--- config.mk ---
export PLATFORM = sky130hd
export DESIGN_NAME = pci_parity_unit
export DESIGN_NICKNAME = d
export VERILOG_FILES = /design/src/rtl/pci_parity_pkg.sv /design/src/rtl/pci_parity_dp.sv /design/src/rtl/pci_parity_ctl.sv /design/src/rtl/pci_parity_unit.sv
export SDC_FILE = /design/constraint.sdc
export NUM_CORES = 1
export LEC_CHECK = 0
export ABC_AREA = 1
export BUFFER_PORTS_ARGS = -buffer_cell sky130_fd_sc_hd__buf_2
export CELL_PAD_IN_SITES_DETAIL_PLACEMENT = 1
export CELL_PAD_IN_SITES_GLOBAL_PLACEMENT = 1
export CORE_MARGIN = 10
export CORE_UTILIZATION = 27
export CTS_CLUSTER_SIZE = 30
export DETAILED_ROUTE_END_ITERATION = 8
export GPL_TIMING_DRIVEN = 0
export PLACE_DENSITY_LB_ADDON = 0.1
export REMOVE_ABC_BUFFERS = 1
export SYNTH_ARGS = -nofsm -noshare
export SYNTH_HDL_FRONTEND = slang
export SYNTH_SLANG_ARGS = --single-unit
--- constraint.sdc ---
create_clock -name clk -period 1 [get_ports clk]
set_input_delay 0.05 -clock clk [delete_from_list [all_inputs] [get_ports clk]]
set_output_delay 0.05 -clock clk [all_outputs]
set_load 0.02 [all_outputs]
--- src/rtl/pci_parity_pkg.sv ---
package pci_parity_pkg;

  // Strobes from the control half to the datapath half
  typedef struct packed {
    logic capture;   // latch parity of the current phase
    logic driveNow;  // drive the stored parity this clock
    logic compare;   // compare parIn against the stored parity this clock
  } parStrobe_t;

endpackage

--- src/rtl/pci_parity_dp.sv ---
module pci_parity_dp
  import pci_parity_pkg::*;
#(
  parameter int DATA_W = 32,
  localparam int LANES = DATA_W / 8
) (
  input  logic              clk,
  input  logic              rstN,
  input  logic [DATA_W-1:0] adIn,
  input  logic [LANES-1:0]  cbeIn,
  input  logic              parIn,
  input  parStrobe_t        strb,
  output logic              parOut,
  output logic              parOe,
  output logic              mismatch
);

  logic [LANES-1:0] lanePar;
  logic             phasePar;
  logic             storedPar;

  // One XOR group per byte lane, each folding in its byte-enable bit
  for (genvar g = 0; g < LANES; g++) begin : g_lane
    assign lanePar[g] = (^adIn[8*g +: 8]) ^ cbeIn[g];
  end

  assign phasePar = ^lanePar;

  always_ff @(posedge clk) begin
    if (!rstN) begin
      storedPar <= 1'b0;
    end else if (strb.capture) begin
      storedPar <= phasePar;
    end
  end

  assign parOut   = storedPar;
  assign parOe    = strb.driveNow;
  assign mismatch = strb.compare && (parIn != storedPar);

endmodule

--- src/rtl/pci_parity_ctl.sv ---
module pci_parity_ctl
  import pci_parity_pkg::*;
(
  input  logic       clk,
  input  logic       rstN,
  input  logic       phaseValid,
  input  logic       addrPhase,
  input  logic       srcPhase,
  input  logic       perrRespEn,
  input  logic       statusClr,
  input  logic       mismatch,
  output parStrobe_t strb,
  output logic       perrN,
  output logic       serrN,
  output logic       detParErr
);

  logic pendSrc;
  logic pendRcv;
  logic pendAddr;
  logic perrQ;
  logic serrQ;
  logic detQ;

  always_ff @(posedge clk) begin
    if (!rstN) begin
      pendSrc  <= 1'b0;
      pendRcv  <= 1'b0;
      pendAddr <= 1'b0;
      perrQ    <= 1'b0;
      serrQ    <= 1'b0;
      detQ     <= 1'b0;
    end else begin
      pendSrc  <= phaseValid && srcPhase;
      pendRcv  <= phaseValid && !srcPhase;
      pendAddr <= addrPhase;
      perrQ    <= mismatch && !pendAddr && perrRespEn;
      serrQ    <= mismatch && pendAddr;
      // a new mismatch wins over a simultaneous clear
      detQ     <= mismatch || (detQ && !statusClr);
    end
  end

  always_comb begin
    strb.capture  = phaseValid;
    strb.driveNow = pendSrc;
    strb.compare  = pendRcv;
  end

  assign perrN     = !perrQ;
  assign serrN     = !serrQ;
  assign detParErr = detQ;

endmodule

--- src/rtl/pci_parity_unit.sv ---
module pci_parity_unit
  import pci_parity_pkg::*;
#(
  parameter int DATA_W = 32,
  localparam int LANES = DATA_W / 8
) (
  input  logic              clk,
  input  logic              rstN,
  input  logic              phaseValid,
  input  logic              addrPhase,
  input  logic              srcPhase,
  input  logic [DATA_W-1:0] adIn,
  input  logic [LANES-1:0]  cbeIn,
  input  logic              parIn,
  input  logic              perrRespEn,
  input  logic              statusClr,
  output logic              parOut,
  output logic              parOe,
  output logic              perrN,
  output logic              serrN,
  output logic              detParErr
);

  parStrobe_t strb;
  logic       mismatch;

  pci_parity_ctl u_ctl (
    .clk        (clk),
    .rstN       (rstN),
    .phaseValid (phaseValid),
    .addrPhase  (addrPhase),
    .srcPhase   (srcPhase),
    .perrRespEn (perrRespEn),
    .statusClr  (statusClr),
    .mismatch   (mismatch),
    .strb       (strb),
    .perrN      (perrN),
    .serrN      (serrN),
    .detParErr  (detParErr)
  );

  pci_parity_dp #(.DATA_W(DATA_W)) u_dp (
    .clk      (clk),
    .rstN     (rstN),
    .adIn     (adIn),
    .cbeIn    (cbeIn),
    .parIn    (parIn),
    .strb     (strb),
    .parOut   (parOut),
    .parOe    (parOe),
    .mismatch (mismatch)
  );

endmodule

==> PnR_summary.wiki, run 1 <==
{| class="wikitable"
! Metric !! Value
|-
| Static leakage power || 0.0008241 uW
|-
| Top cell type's share of synthesized area || 0.3329
|-
| Fraction of the mapped netlist area in adder cells || 0
|-
| Worst path setup slack after routing || 61.45 ps
|-
| TritonCTS clock tree || yes
|-
| Number of placement rows || 20
|-
| Worst-case register-to-register setup slack || about 210 ps
|-
| Num CTS Buffers || 3
|-
| CP peak stage delay || 100 ps
|-
| Core region area || 3078 um^2
|-
| Number of nets in the final layout || 264
|-
| Mean cell area of the mapped netlist || roughly 5.3 um^2
|-
| Critical register-to-register path startpoint || u_dp.parOut
|-
| Count of distinct cell types in the synthesized netlist || 12
|-
| Antenna violations before repair || 0
|-
| R2r endpoint || u_ctl.detParErr
|-
| CTS Sinks || 7
|-
| Synth area leaders || sky130_fd_sc_hd__nand2_1, sky130_fd_sc_hd__dfxtp_1, sky130_fd_sc_hd__inv_1, sky130_fd_sc_hd__xor2_1, sky130_fd_sc_hd__xnor2_1
|-
| Arrival time of the worst setup path || around 1100 ps
|-
| Via count normalized by instance count || ~4.2
|-
| Total I/O pin count || 49
|-
| Number of setup violations in the final report || 0
|-
| Share of the synthesized netlist area taken by xor and xnor gates || 0.1715
|-
| Worst vdd ir || 305.1 uV
|-
| DRC violation count after routing || 0
|-
| WP depth || 17
|-
| Slew HR || 0.8916
|-
| Antenna diodes || 0
|-
| Max-capacitance violation count || 0
|-
| Outcome || completed
|-
| Remaining antenna violation count || 0
|-
| Synth cell count leaders || sky130_fd_sc_hd__nand2_1, sky130_fd_sc_hd__inv_1, sky130_fd_sc_hd__nand3_1
|-
| CTS Root Cell || sky130_fd_sc_hd__clkbuf_4
|-
| Kind of start point of the critical path || input port
|-
| Post-route minimum period || 938.5 ps
|-
| Post-placement cell area || 1164 um^2
|-
| Port Buffer Count || between 40 and 50
|-
| Unrepaired setup endpoints after global routing || yes
|-
| Main combinational cell family by area after synthesis || simple AND/OR/NAND/NOR gates
|-
| Final Max Slew Viols || 0
|-
| Post-synthesis async set-or-reset flop share || 0
|-
| Number of optimization iterations in the first detailed-route pass || 4
|-
| EDFF count, synth || 0
|-
| Initial standard-cell utilization of the core || 0.2821
|-
| Worst-case hold slack || 40.15 ps
|-
| FMAX || 1065 MHz
|-
| Clock latency on the worst-skew pair || 260 ps
|-
| Maximum fanout encountered on the critical timing path || 3
|-
| Simple-Gate Fraction of Synth Area || 0.5014
|-
| Share of the clock period used by the worst path after layout || 0.9385
|-
| Buffers plus inverters on the worst setup path || 4
|-
| DIE WIDTH || roughly 77 um
|-
| Worst endpoint required time || 1150 ps
|-
| Y dimension of the die || 76.71 um
|-
| Reg clk slew, reported paths || 50 ps
|-
| Cell area after synthesis || just under 900 um^2
|-
| Global-route wire length before repair || 4.505 mm
|-
| Classification of the worst setup path || input port to flip-flop
|-
| Worst clock skew || 3.660 ps
|-
| Share of cell area taken by muxes after synthesis || 0
|-
| Final hold violations || 0
|-
| Setup crit end || u_dp.parOut
|-
| Synth-to-layout area growth || 57.06%
|-
| Die area || 5884 um^2
|-
| Overall via count from detail_route || 1101
|-
| GRT Residual Overflow || 0
|-
| Final cell count without fillers || between 200 and 300
|-
| Ordered cell list for the critical path || buf_2, inv_1, nand2_1, nand2_1, nand2_2, nand2_1, nand2_1, nand2_1, nand2_1, nand2_2, inv_2, nand2_1, nand2_1, nand2_1, nand3_1, nand2_1, inv_1
|-
| Synth Register Bits || 7
|-
| Total Routed Length || 2.648 mm
|-
| Final weighted congestion in routability-driven placement || 0.6769
|-
| Path type of the worst min-delay path || input port to flip-flop
|-
| Worst hold path startpoint || perrRespEn
|-
| Worst-case reg-to-reg path depth || 3
|-
| Final Power || 1220 uW
|-
| Top Family by Delay on Critical Path || simple AND/OR/NAND/NOR gates
|-
| Post-DP HPWL || between 2 and 2.5 mm
|-
| Proportion of synthesized chip area in sequential cells || 0.1614
|-
| Maximum number of pins on one net before global-route repair || 6
|-
| DR iter-0 viols || 25
|-
| Final Cell Area || 1364 um^2
|-
| Cell type with the highest occurrence count on the critical path || sky130_fd_sc_hd__nand2_1
|-
| Depth of the CTS H-tree || 1
|-
| Final routed wire length divided by cell count || 10.07 um
|-
| Timing startpoint of the critical path || adIn[16]
|-
| Top FF cell, synth || sky130_fd_sc_hd__dfxtp_1
|-
| Synth Instances || ~170
|-
| DP Worst Slack || -231.7 ps
|-
| Biggest area consumer among synthesized cells || sky130_fd_sc_hd__nand2_1
|-
| Actual transition at the worst max-transition pin || approximately 160 ps
|-
| Number of global-route vias before repair || 1178
|-
| Area fraction in compound gates after synthesis || 0.005764
|-
| Top-count cell post-synth || sky130_fd_sc_hd__nand2_1
|-
| Worst Setup End Kind || flip-flop
|-
| Deepest clock path buffer count || 2
|-
| Cell total after placement || around 260
|-
| Cell with the largest stage delay on the worst path || sky130_fd_sc_hd__buf_2
|-
| Global router's overall resource usage || 0.08669
|-
| Power per Cell Area || between 800 and 900 nW/um^2
|-
| Ratio of cells with drive above 1 in the final layout || 0.4612
|-
| Number of warnings printed during yosys synthesis || 0
|}
-- tightest hold or removal path: stages --
cell and delay, ps:
sky130_fd_sc_hd__buf_2 100, sky130_fd_sc_hd__nand3_1 70, sky130_fd_sc_hd__nor2_1 40
-- per-stage QoR --
| step | setup TNS [ps] | utilization |
|---|---|---|
| global placement | -140.9 | 0.3780 |
| detailed placement | -231.7 | 0.3780 |
| CTS | 0 | 0.3931 |
| finish | 0 | 0.4431 |
| global route | -72.91 | 0.4431 |
| floorplan | 0 | - |
-- flip-flops by register name, indices dropped and copies added, names as in the netlist --
signal and cells:
u_dp.parOut 1, u_ctl.detParErr 1, u_ctl.serrQ 1, u_ctl.perrQ 1, u_ctl.pendRcv 1, u_ctl.pendSrc 1, u_ctl.pendAddr 1
-- worst min-delay path by stage --
stage	endpoint	slack (ps)	cells after the start
after CTS	u_ctl.perrQ	40	3
after global routing	u_ctl.perrQ	40	3
final	u_ctl.perrQ	40	3
after floorplan	u_ctl.pendRcv	120	1
after detailed placement	u_ctl.pendRcv	230	2
after global placement	u_ctl.pendRcv	220	2
-- kinds of logic after synthesis --
family | after synthesis
simple gates | 103
buf+inv | 37
xor+xnor | 17
flops | 7
compound gates | 1
-- power breakdown --
group | switching (uW) | internal [uW] | total (uW)
registers | 7.94 | 294 | 302
clock network | 110 | 153 | 262
logic | 367 | 289 | 656
total | 485 | 735 | 1220
-- cell type report --
class | instances | area (um^2)
Fill cell | 445 | 1714
Multi-Input combinational cell | 121 | 691.9
Timing Repair Buffer | 50 | 306.5
Inverter | 37 | 143.9
Sequential cell | 7 | 140.1
Tap cell | 44 | 55.05
Clock buffer | 4 | 26.28
-- per-layer routing --
layer / vias up / wire [um] / share of wire / GRT usage
met5: - / 0 / 0 / 0
li1: 585 / - / - / -
met1: 485 / 1003 / 0.38 / 0.08228
met3: 3 / 106 / 0.040 / 0.02681
met2: 28 / 1527 / 0.58 / 0.1728
met4: 0 / 12 / 0.0045 / 0.02230
-- timing repair --
item | CTS | global route
hold buffers | 2 | 0
setup buffers | 0 | 0
setup endpoints to repair | 0 | 1
gates resized for setup | 0 | 50
endpoints found under the hold margin | 2 | 0
-- placed cells by master (no fill, tap or decap) --
master and count:
sky130_fd_sc_hd__a21oi_1 1, sky130_fd_sc_hd__buf_2 40, sky130_fd_sc_hd__buf_4 1, sky130_fd_sc_hd__buf_6 7, sky130_fd_sc_hd__clkbuf_1 1, sky130_fd_sc_hd__clkbuf_4 3, sky130_fd_sc_hd__dfxtp_1 7, sky130_fd_sc_hd__dlygate4sd3_1 2
sky130_fd_sc_hd__inv_1 23, sky130_fd_sc_hd__inv_2 12, sky130_fd_sc_hd__inv_4 2, sky130_fd_sc_hd__nand2_1 59, sky130_fd_sc_hd__nand2_2 26, sky130_fd_sc_hd__nand3_1 8, sky130_fd_sc_hd__nand3_2 5, sky130_fd_sc_hd__nand3_4 1
sky130_fd_sc_hd__nor2_1 3, sky130_fd_sc_hd__nor3_1 1, sky130_fd_sc_hd__xnor2_1 6, sky130_fd_sc_hd__xnor2_2 2, sky130_fd_sc_hd__xor2_1 7, sky130_fd_sc_hd__xor2_2 2
Power figures use the tool's default switching activity.
==> run 2, diff against run 1 <==
--- a/config.mk
+++ b/config.mk
@@ -14,8 +14,10 @@
 export CTS_CLUSTER_SIZE = 30
 export DETAILED_ROUTE_END_ITERATION = 8
 export GPL_TIMING_DRIVEN = 0
+export HOLD_SLACK_MARGIN = 0.06
 export PLACE_DENSITY_LB_ADDON = 0.1
 export REMOVE_ABC_BUFFERS = 1
+export SLEW_MARGIN = 10
 export SYNTH_ARGS = -nofsm -noshare
 export SYNTH_HDL_FRONTEND = slang
 export SYNTH_SLANG_ARGS = --single-unit
==> run 2 against run 1 <==
Clock power hardly changed. Maximum frequency barely moved. Cell count is 1.1% higher. Worst hold slack gained 64 ps. Critical path type unchanged.
==> PnR_summary.wiki, run 2 (synthesis results as in run 1) <==
{| class="wikitable"
! Metric !! Value
|-
| Worst Setup End Kind || flip-flop
|-
| Path type of the worst min-delay path || input port to flip-flop
|-
| Die area || 5884 um^2
|-
| Arrival time of the worst setup path || 1090 ps
|-
| Ordered cell list for the critical path || buf_2, inv_1, nand2_1, nand2_1, nand2_2, nand2_1, nand2_1, nand2_1, nand2_1, nand2_2, inv_2, nand2_1, nand2_1, nand2_1, nand3_1, nand2_1, inv_1
|-
| Final Max Slew Viols || 0
|-
| Post-DP HPWL || 2.296 mm
|-
| Max-capacitance violation count || 0
|-
| TritonCTS clock tree || yes
|-
| Via count normalized by instance count || 4.184
|-
| Classification of the worst setup path || input port to flip-flop
|-
| Area occupied by multi-input gates || 691.9 um^2
|-
| Overall via count from detail_route || 1113
|-
| Deepest clock path buffer count || 2
|-
| Final Power || ~1200 uW
|-
| Clock latency on the worst-skew pair || 260 ps
|-
| Global router's overall resource usage || 0.08883
|-
| FMAX || roughly 1100 MHz
|-
| Unrepaired setup endpoints after global routing || yes
|-
| Number of optimization iterations in the first detailed-route pass || 4
|-
| Number of setup violations in the final report || 0
|-
| Share of the clock period used by the worst path after layout || 0.9379
|-
| Antenna violations before repair || 0
|-
| Worst hold path startpoint || phaseValid
|-
| Final routed wire length divided by cell count || 10.18 um
|-
| CTS Root Cell || sky130_fd_sc_hd__clkbuf_4
|-
| Critical register-to-register path startpoint || u_dp.parOut
|-
| Buffers plus inverters on the worst setup path || 4
|-
| Antenna diodes || 0
|-
| Maximum fanout encountered on the critical timing path || 3
|-
| Worst endpoint required time || approximately 1200 ps
|-
| R2r endpoint || u_ctl.serrQ
|-
| Remaining antenna violation count || 0
|-
| Depth of the CTS H-tree || 1
|-
| Most common cell after layout, fill and taps aside || sky130_fd_sc_hd__nand2_1
|-
| Worst vdd ir || 308.9 uV
|-
| DRC violation count after routing || 0
|-
| Cell with the largest stage delay on the worst path || sky130_fd_sc_hd__buf_2
|-
| Synth-to-layout area growth || 60.52%
|-
| Final-layout fill cell count || 445
|-
| Port Buffer Count || 48
|-
| Initial standard-cell utilization of the core || 0.2821
|-
| Worst-case hold slack || 103.8 ps
|-
| Num CTS Buffers || 3
|-
| Endpoint of the worst hold-timing path || u_ctl.pendRcv
|-
| Ratio of cells with drive above 1 in the final layout || 0.4550
|-
| Total I/O pin count || 49
|-
| Top library cells by usage in the layout, fill and taps aside || sky130_fd_sc_hd__nand2_1, sky130_fd_sc_hd__buf_2, sky130_fd_sc_hd__nand2_2
|-
| Power per Cell Area || 881.8 nW/um^2
|-
| Core region area || between 3000 and 4000 um^2
|-
| CP peak stage delay || around 100 ps
|-
| Final weighted congestion in routability-driven placement || 0.6769
|-
| Outcome || completed
|-
| Number of stages on the worst hold path || 3
|-
| Kind of start point of the critical path || input port
|-
| Worst clock skew || 2.903 ps
|-
| DIE WIDTH || 76.71 um
|-
| Cell type with the highest occurrence count on the critical path || sky130_fd_sc_hd__nand2_1
|-
| DR iter-0 viols || 29
|-
| Post-route minimum period || 937.9 ps
|-
| Y dimension of the die || 76.71 um
|-
| Final hold violations || 0
|-
| Number of nets in the final layout || 267
|-
| Top Family by Delay on Critical Path || simple AND/OR/NAND/NOR gates
|-
| Register cell area after layout || around 140 um^2
|-
| Number of placement rows || 20
|-
| Static leakage power || 0.0008366 uW
|-
| Actual transition at the worst max-transition pin || 162.4 ps
|-
| Reg clk slew, reported paths || 50 ps
|-
| Total Routed Length || roughly 2.7 mm
|-
| Slew HR || 0.8916
|-
| Global-route wire length before repair || roughly 4.6 mm
|-
| Worst-case reg-to-reg path depth || 3
|-
| Number of global-route vias before repair || 1194
|-
| Maximum number of pins on one net before global-route repair || 6
|-
| Final Core Density || 0.4528
|-
| CTS Sinks || 7
|-
| Worst-case register-to-register setup slack || 210 ps
|-
| GRT Residual Overflow || 0
|}
==> run 2: changes by cell type in the layout (fill, tap and decap cells not counted), sizes merged <==
cell / before / now
dlygate4sd3: 2 / 5
==> run 2: how the worst max path moves through the flow <==
stage | startpoint | to | slack [ps] | cells past startpoint
after floorplan | adIn[12] | u_dp.parOut | 50 | 14
after global placement | adIn[12] | u_dp.parOut | -140 | 15
after detailed placement | adIn[12] | u_dp.parOut | -230 | 17
after CTS | adIn[12] | u_dp.parOut | 40 | 17
after global routing | adIn[31] | u_dp.parOut | -70 | 17
final | adIn[16] | u_dp.parOut | 60 | 17
==> run 2: what timing repair did <==
item | 4_1_cts | 5_1_grt
hold buffers | 5 | 0
resized for setup | 0 | 50
buffers inserted | 0 | 0
endpoints found under the hold margin | 5 | 0
setup endpoints to repair | 0 | 1
==> run 2: through the flow <==
| step | setup TNS (ps) | setup WS [ps] | area [um^2] | cells |
|---|---|---|---|---|
| global placement | -140.9 | -140.9 | 1164 | 257 |
| detailed placement | -231.7 | -231.7 | 1164 | 257 |
| global route | -72.91 | -72.91 | 1394 | 266 |
| finish | 0 | 62.05 | 1394 | 266 |
| CTS | 0 | 38.50 | 1240 | 266 |
| floorplan | 0 | 45.22 | 868.3 | 165 |
==> run 2: routing by layer <==
layer	GRT usage	up-vias	wire, um
li1	-	591	-
met1	0.08295	491	1012
met2	0.1796	28	1578
met3	0.02681	3	106
met4	0.02230	0	12
met5	0	-	0
==> run 2: final cells by class <==
cell class,instances,area share
multi-input cells,121,0.4964
inverters,37,0.1032
repair buffers,53,0.2415
well taps,44,0.03950
flip-flops and latches,7,0.1005
clock buffers,4,0.01885
==> run 2: worst reg2reg max path: stages (launching register included) <==
cell                      delay [ps]
sky130_fd_sc_hd__dfxtp_1         360
sky130_fd_sc_hd__xor2_1          150
sky130_fd_sc_hd__nand2_1         100
sky130_fd_sc_hd__nor3_1          120
==> run 2: power breakdown <==
part	internal [uW]	switching (uW)	total (uW)
sequential	294	7.97	302
combinational	296	369	665
clock	153	109	262
total	743	486	1230
==> run 3, diff against run 2 <==
--- a/config.mk
+++ b/config.mk
@@ -5,12 +5,12 @@
 export SDC_FILE = /design/constraint.sdc
 export NUM_CORES = 1
 export LEC_CHECK = 0
-export ABC_AREA = 1
+export ABC_AREA = 0
 export BUFFER_PORTS_ARGS = -buffer_cell sky130_fd_sc_hd__buf_2
 export CELL_PAD_IN_SITES_DETAIL_PLACEMENT = 1
 export CELL_PAD_IN_SITES_GLOBAL_PLACEMENT = 1
 export CORE_MARGIN = 10
-export CORE_UTILIZATION = 27
+export CORE_UTILIZATION = 25
 export CTS_CLUSTER_SIZE = 30
 export DETAILED_ROUTE_END_ITERATION = 8
 export GPL_TIMING_DRIVEN = 0
@@ -20,4 +20,5 @@
 export SLEW_MARGIN = 10
 export SYNTH_ARGS = -nofsm -noshare
 export SYNTH_HDL_FRONTEND = slang
+export SYNTH_HIERARCHICAL = 1
 export SYNTH_SLANG_ARGS = --single-unit
==> run 3 against run 2 <==
The flow now finishes with violations (negative setup slack). Sequential share of layout area rose by 5.0 points. Synthesized cell count decreased by 64%. Maximum frequency is 16% lower. Clock skew is 0.86 ps higher. Area after synthesis is 35% lower. Largest power group unchanged.
==> PnR_summary.wiki, run 3 <==
{| class="wikitable"
! Metric !! Value
|-
| Reg clk slew, reported paths || roughly 50 ps
|-
| Main combinational cell family by area after synthesis || XOR/XNOR gates
|-
| Failing checks || negative setup slack
|-
| Number of warnings printed during yosys synthesis || 6
|-
| Arrival time of the worst setup path || 1250 ps
|-
| Synth Register Bits || 7
|-
| Port Buffer Count || 48
|-
| Unrepaired setup endpoints after global routing || yes
|-
| Core region area || 2191 um^2
|-
| Number of stages on the worst hold path || 2
|-
| Final Core Density || 0.4255
|-
| Slew HR || 0.8697
|-
| Simple-Gate Fraction of Synth Area || 0.09251
|-
| Synth area leaders || sky130_fd_sc_hd__xnor2_1, sky130_fd_sc_hd__dfxtp_1, sky130_fd_sc_hd__xor2_1, sky130_fd_sc_hd__buf_4, sky130_fd_sc_hd__xnor3_1
|-
| CP peak stage delay || 430 ps
|-
| Register cell area after layout || 140.1 um^2
|-
| Critical register-to-register path startpoint || u_dp/parOut
|-
| Num CTS Buffers || 3
|-
| Remaining antenna violation count || 0
|-
| Share of cell area taken by muxes after synthesis || 0
|-
| Number of placement rows || 17
|-
| Post-DP HPWL || between 1 and 1.5 mm
|-
| Cell type with the highest occurrence count on the critical path || sky130_fd_sc_hd__xnor2_1
|-
| Fraction of the mapped netlist area in adder cells || 0
|-
| TritonCTS clock tree || yes
|-
| Post-placement cell area || 813.3 um^2
|-
| GRT Residual Overflow || 0
|-
| Final routed wire length divided by cell count || 12.38 um
|-
| Clock latency on the worst-skew pair || between 200 and 300 ps
|-
| Final Power || ~1200 uW
|-
| CTS Sinks || 7
|-
| Depth of the CTS H-tree || 1
|-
| Number of nets in the final layout || 155
|-
| FMAX || 896.9 MHz
|-
| Initial standard-cell utilization of the core || 0.2593
|-
| Worst-case hold slack || 82.84 ps
|-
| Area occupied by multi-input gates || 415.4 um^2
|-
| Number of optimization iterations in the first detailed-route pass || 2
|-
| Biggest area consumer among synthesized cells || sky130_fd_sc_hd__xnor2_1
|-
| Worst clock skew || 3.760 ps
|-
| Antenna diodes || 0
|-
| CTS Root Cell || sky130_fd_sc_hd__clkbuf_4
|-
| Path type of the worst min-delay path || input port to flip-flop
|-
| Final-layout fill cell count || ~280
|-
| Final Cell Area || 932.1 um^2
|-
| Final weighted congestion in routability-driven placement || between 0.6 and 0.7
|-
| Ordered cell list for the critical path || buf_6, xor2_1, xnor2_1, xnor2_1, xnor3_1, xnor2_1, a21oi_1
|-
| Post-route minimum period || approximately 1100 ps
|-
| Number of global-route vias before repair || 658
|-
| Ratio of cells with drive above 1 in the final layout || 0.5273
|-
| R2r endpoint || u_ctl/serrQ
|-
| Worst-case reg-to-reg path depth || 3
|-
| Worst hold path startpoint || perrRespEn
|-
| Die area || 4579 um^2
|-
| Top cell type's share of synthesized area || 0.4626
|-
| Endpoint of the worst hold-timing path || u_ctl/perrQ
|-
| Area fraction in compound gates after synthesis || 0.03084
|-
| Top-count cell post-synth || sky130_fd_sc_hd__xnor2_1
|-
| Share of the clock period used by the worst path after layout || 1.115
|-
| Share of the synthesized netlist area taken by xor and xnor gates || 0.5639
|-
| Synth-to-layout area growth || 64.10%
|-
| Power per Cell Area || 1301 nW/um^2
|-
| Final hold violations || 0
|-
| Top library cells by usage in the layout, fill and taps aside || sky130_fd_sc_hd__buf_2, sky130_fd_sc_hd__xnor2_1, sky130_fd_sc_hd__dfxtp_1
|-
| Post-synthesis async set-or-reset flop share || 0
|-
| Antenna violations before repair || 0
|-
| DIE WIDTH || 67.67 um
|-
| Synth cell count leaders || sky130_fd_sc_hd__xnor2_1, sky130_fd_sc_hd__dfxtp_1, sky130_fd_sc_hd__buf_4, sky130_fd_sc_hd__xor2_1
|-
| Deepest clock path buffer count || 2
|-
| Buffers plus inverters on the worst setup path || 1
|-
| Maximum number of pins on one net before global-route repair || 8
|-
| Mean cell area of the mapped netlist || between 9 and 10 um^2
|-
| Proportion of synthesized chip area in sequential cells || 0.2467
|-
| DRC violation count after routing || 0
|-
| Y dimension of the die || 67.67 um
|-
| Max-capacitance violation count || 0
|-
| Classification of the worst setup path || input port to flip-flop
|-
| Final cell count without fillers || 138
|-
| Worst-case register-to-register setup slack || 60 ps
|-
| Maximum fanout encountered on the critical timing path || 1
|-
| DR iter-0 viols || 7
|-
| Worst vdd ir || roughly 620 uV
|-
| Number of setup violations in the final report || 1
|-
| Cell area after synthesis || 568.0 um^2
|-
| Final Max Slew Viols || 0
|-
| Static leakage power || 0.0004364 uW
|-
| Cell total after placement || 131
|-
| Count of distinct cell types in the synthesized netlist || 16
|-
| Via count normalized by instance count || between 4 and 5
|-
| Top Family by Delay on Critical Path || XOR/XNOR gates
|-
| Outcome || complete, but fails checks
|-
| Cell with the largest stage delay on the worst path || sky130_fd_sc_hd__xnor3_1
|-
| Top FF cell, synth || sky130_fd_sc_hd__dfxtp_1
|-
| Synth Instances || between 50 and 60
|-
| Overall via count from detail_route || roughly 570
|-
| Worst endpoint required time || roughly 1100 ps
|-
| Total I/O pin count || just under 50
|-
| Global-route wire length before repair || 2.815 mm
|-
| Worst path setup slack after routing || -114.9 ps
|-
| EDFF count, synth || 0
|-
| Total Routed Length || between 1.5 and 2 mm
|-
| Setup fix buffers added after clock tree synthesis || 0
|-
| Most common cell after layout, fill and taps aside || sky130_fd_sc_hd__buf_2
|-
| Kind of start point of the critical path || input port
|-
| Actual transition at the worst max-transition pin || 194.0 ps
|-
| Worst Setup End Kind || flip-flop
|-
| Global router's overall resource usage || 0.08060
|}
run 3: metal layers:
metal,track usage,part of all wire,wire (um),up-vias
met2,0.1373,0.50,858,32
met4,0.04615,0.019,33,0
met1,0.07500,0.33,566,252
li1,-,-,-,280
met5,0,0,0,-
met3,0.04463,0.15,250,2
run 3: cell type report:
cell class / instances / share of cell area
Multi-Input combinational cell: 46 / 0.4456
Timing Repair Buffer: 51 / 0.3302
Sequential cell: 7 / 0.1503
Tap cell: 28 / 0.03758
Clock buffer: 4 / 0.02819
Inverter: 2 / 0.008054
run 3: worst max-delay path by stage:
stage | from | to | depth (start not counted)
global route | adIn[14] | u_dp/parOut | 7
floorplan | adIn[29] | u_dp/parOut | 6
detailed placement | adIn[1] | u_dp/parOut | 7
CTS | adIn[14] | u_dp/parOut | 7
global placement | adIn[29] | u_dp/parOut | 7
finish | adIn[14] | u_dp/parOut | 7
run 3: worst reg2reg max path, stage by stage, from the launching register on:
cell                      delay (ps)
sky130_fd_sc_hd__dfxtp_1         320
sky130_fd_sc_hd__xor2_1          160
sky130_fd_sc_hd__and2_4          170
sky130_fd_sc_hd__and3_2          190
run 3: cells by family after synthesis:
family	after synthesis
XOR/XNOR	35
AO/OA/AOI/OAI	3
buffers and inverters	6
AND/OR/NAND/NOR	8
flip-flops	7
run 3: report_power, final:
part	leakage (uW)	switching [uW]	internal, uW
combinational	0.000364	240	395
clock	0.0000150	103	152
sequential	0.0000573	16.7	306
total	0.000436	360	853
run 3: what timing repair did:
item	in CTS	in global routing
hold buffers	3	0
resized for setup	9	1
endpoints found under the hold margin	4	0
endpoints found under the setup margin	1	4
pin swaps	10	1
run 3: through the flow:
step / setup slack [ps] / setup TNS [ps]
after floorplan: -231.9 / -234.8
after global placement: -442.3 / -442.3
after detailed placement: -437.7 / -437.7
after CTS: -143.2 / -143.2
after global routing: -206.7 / -206.7
final: -114.9 / -114.9
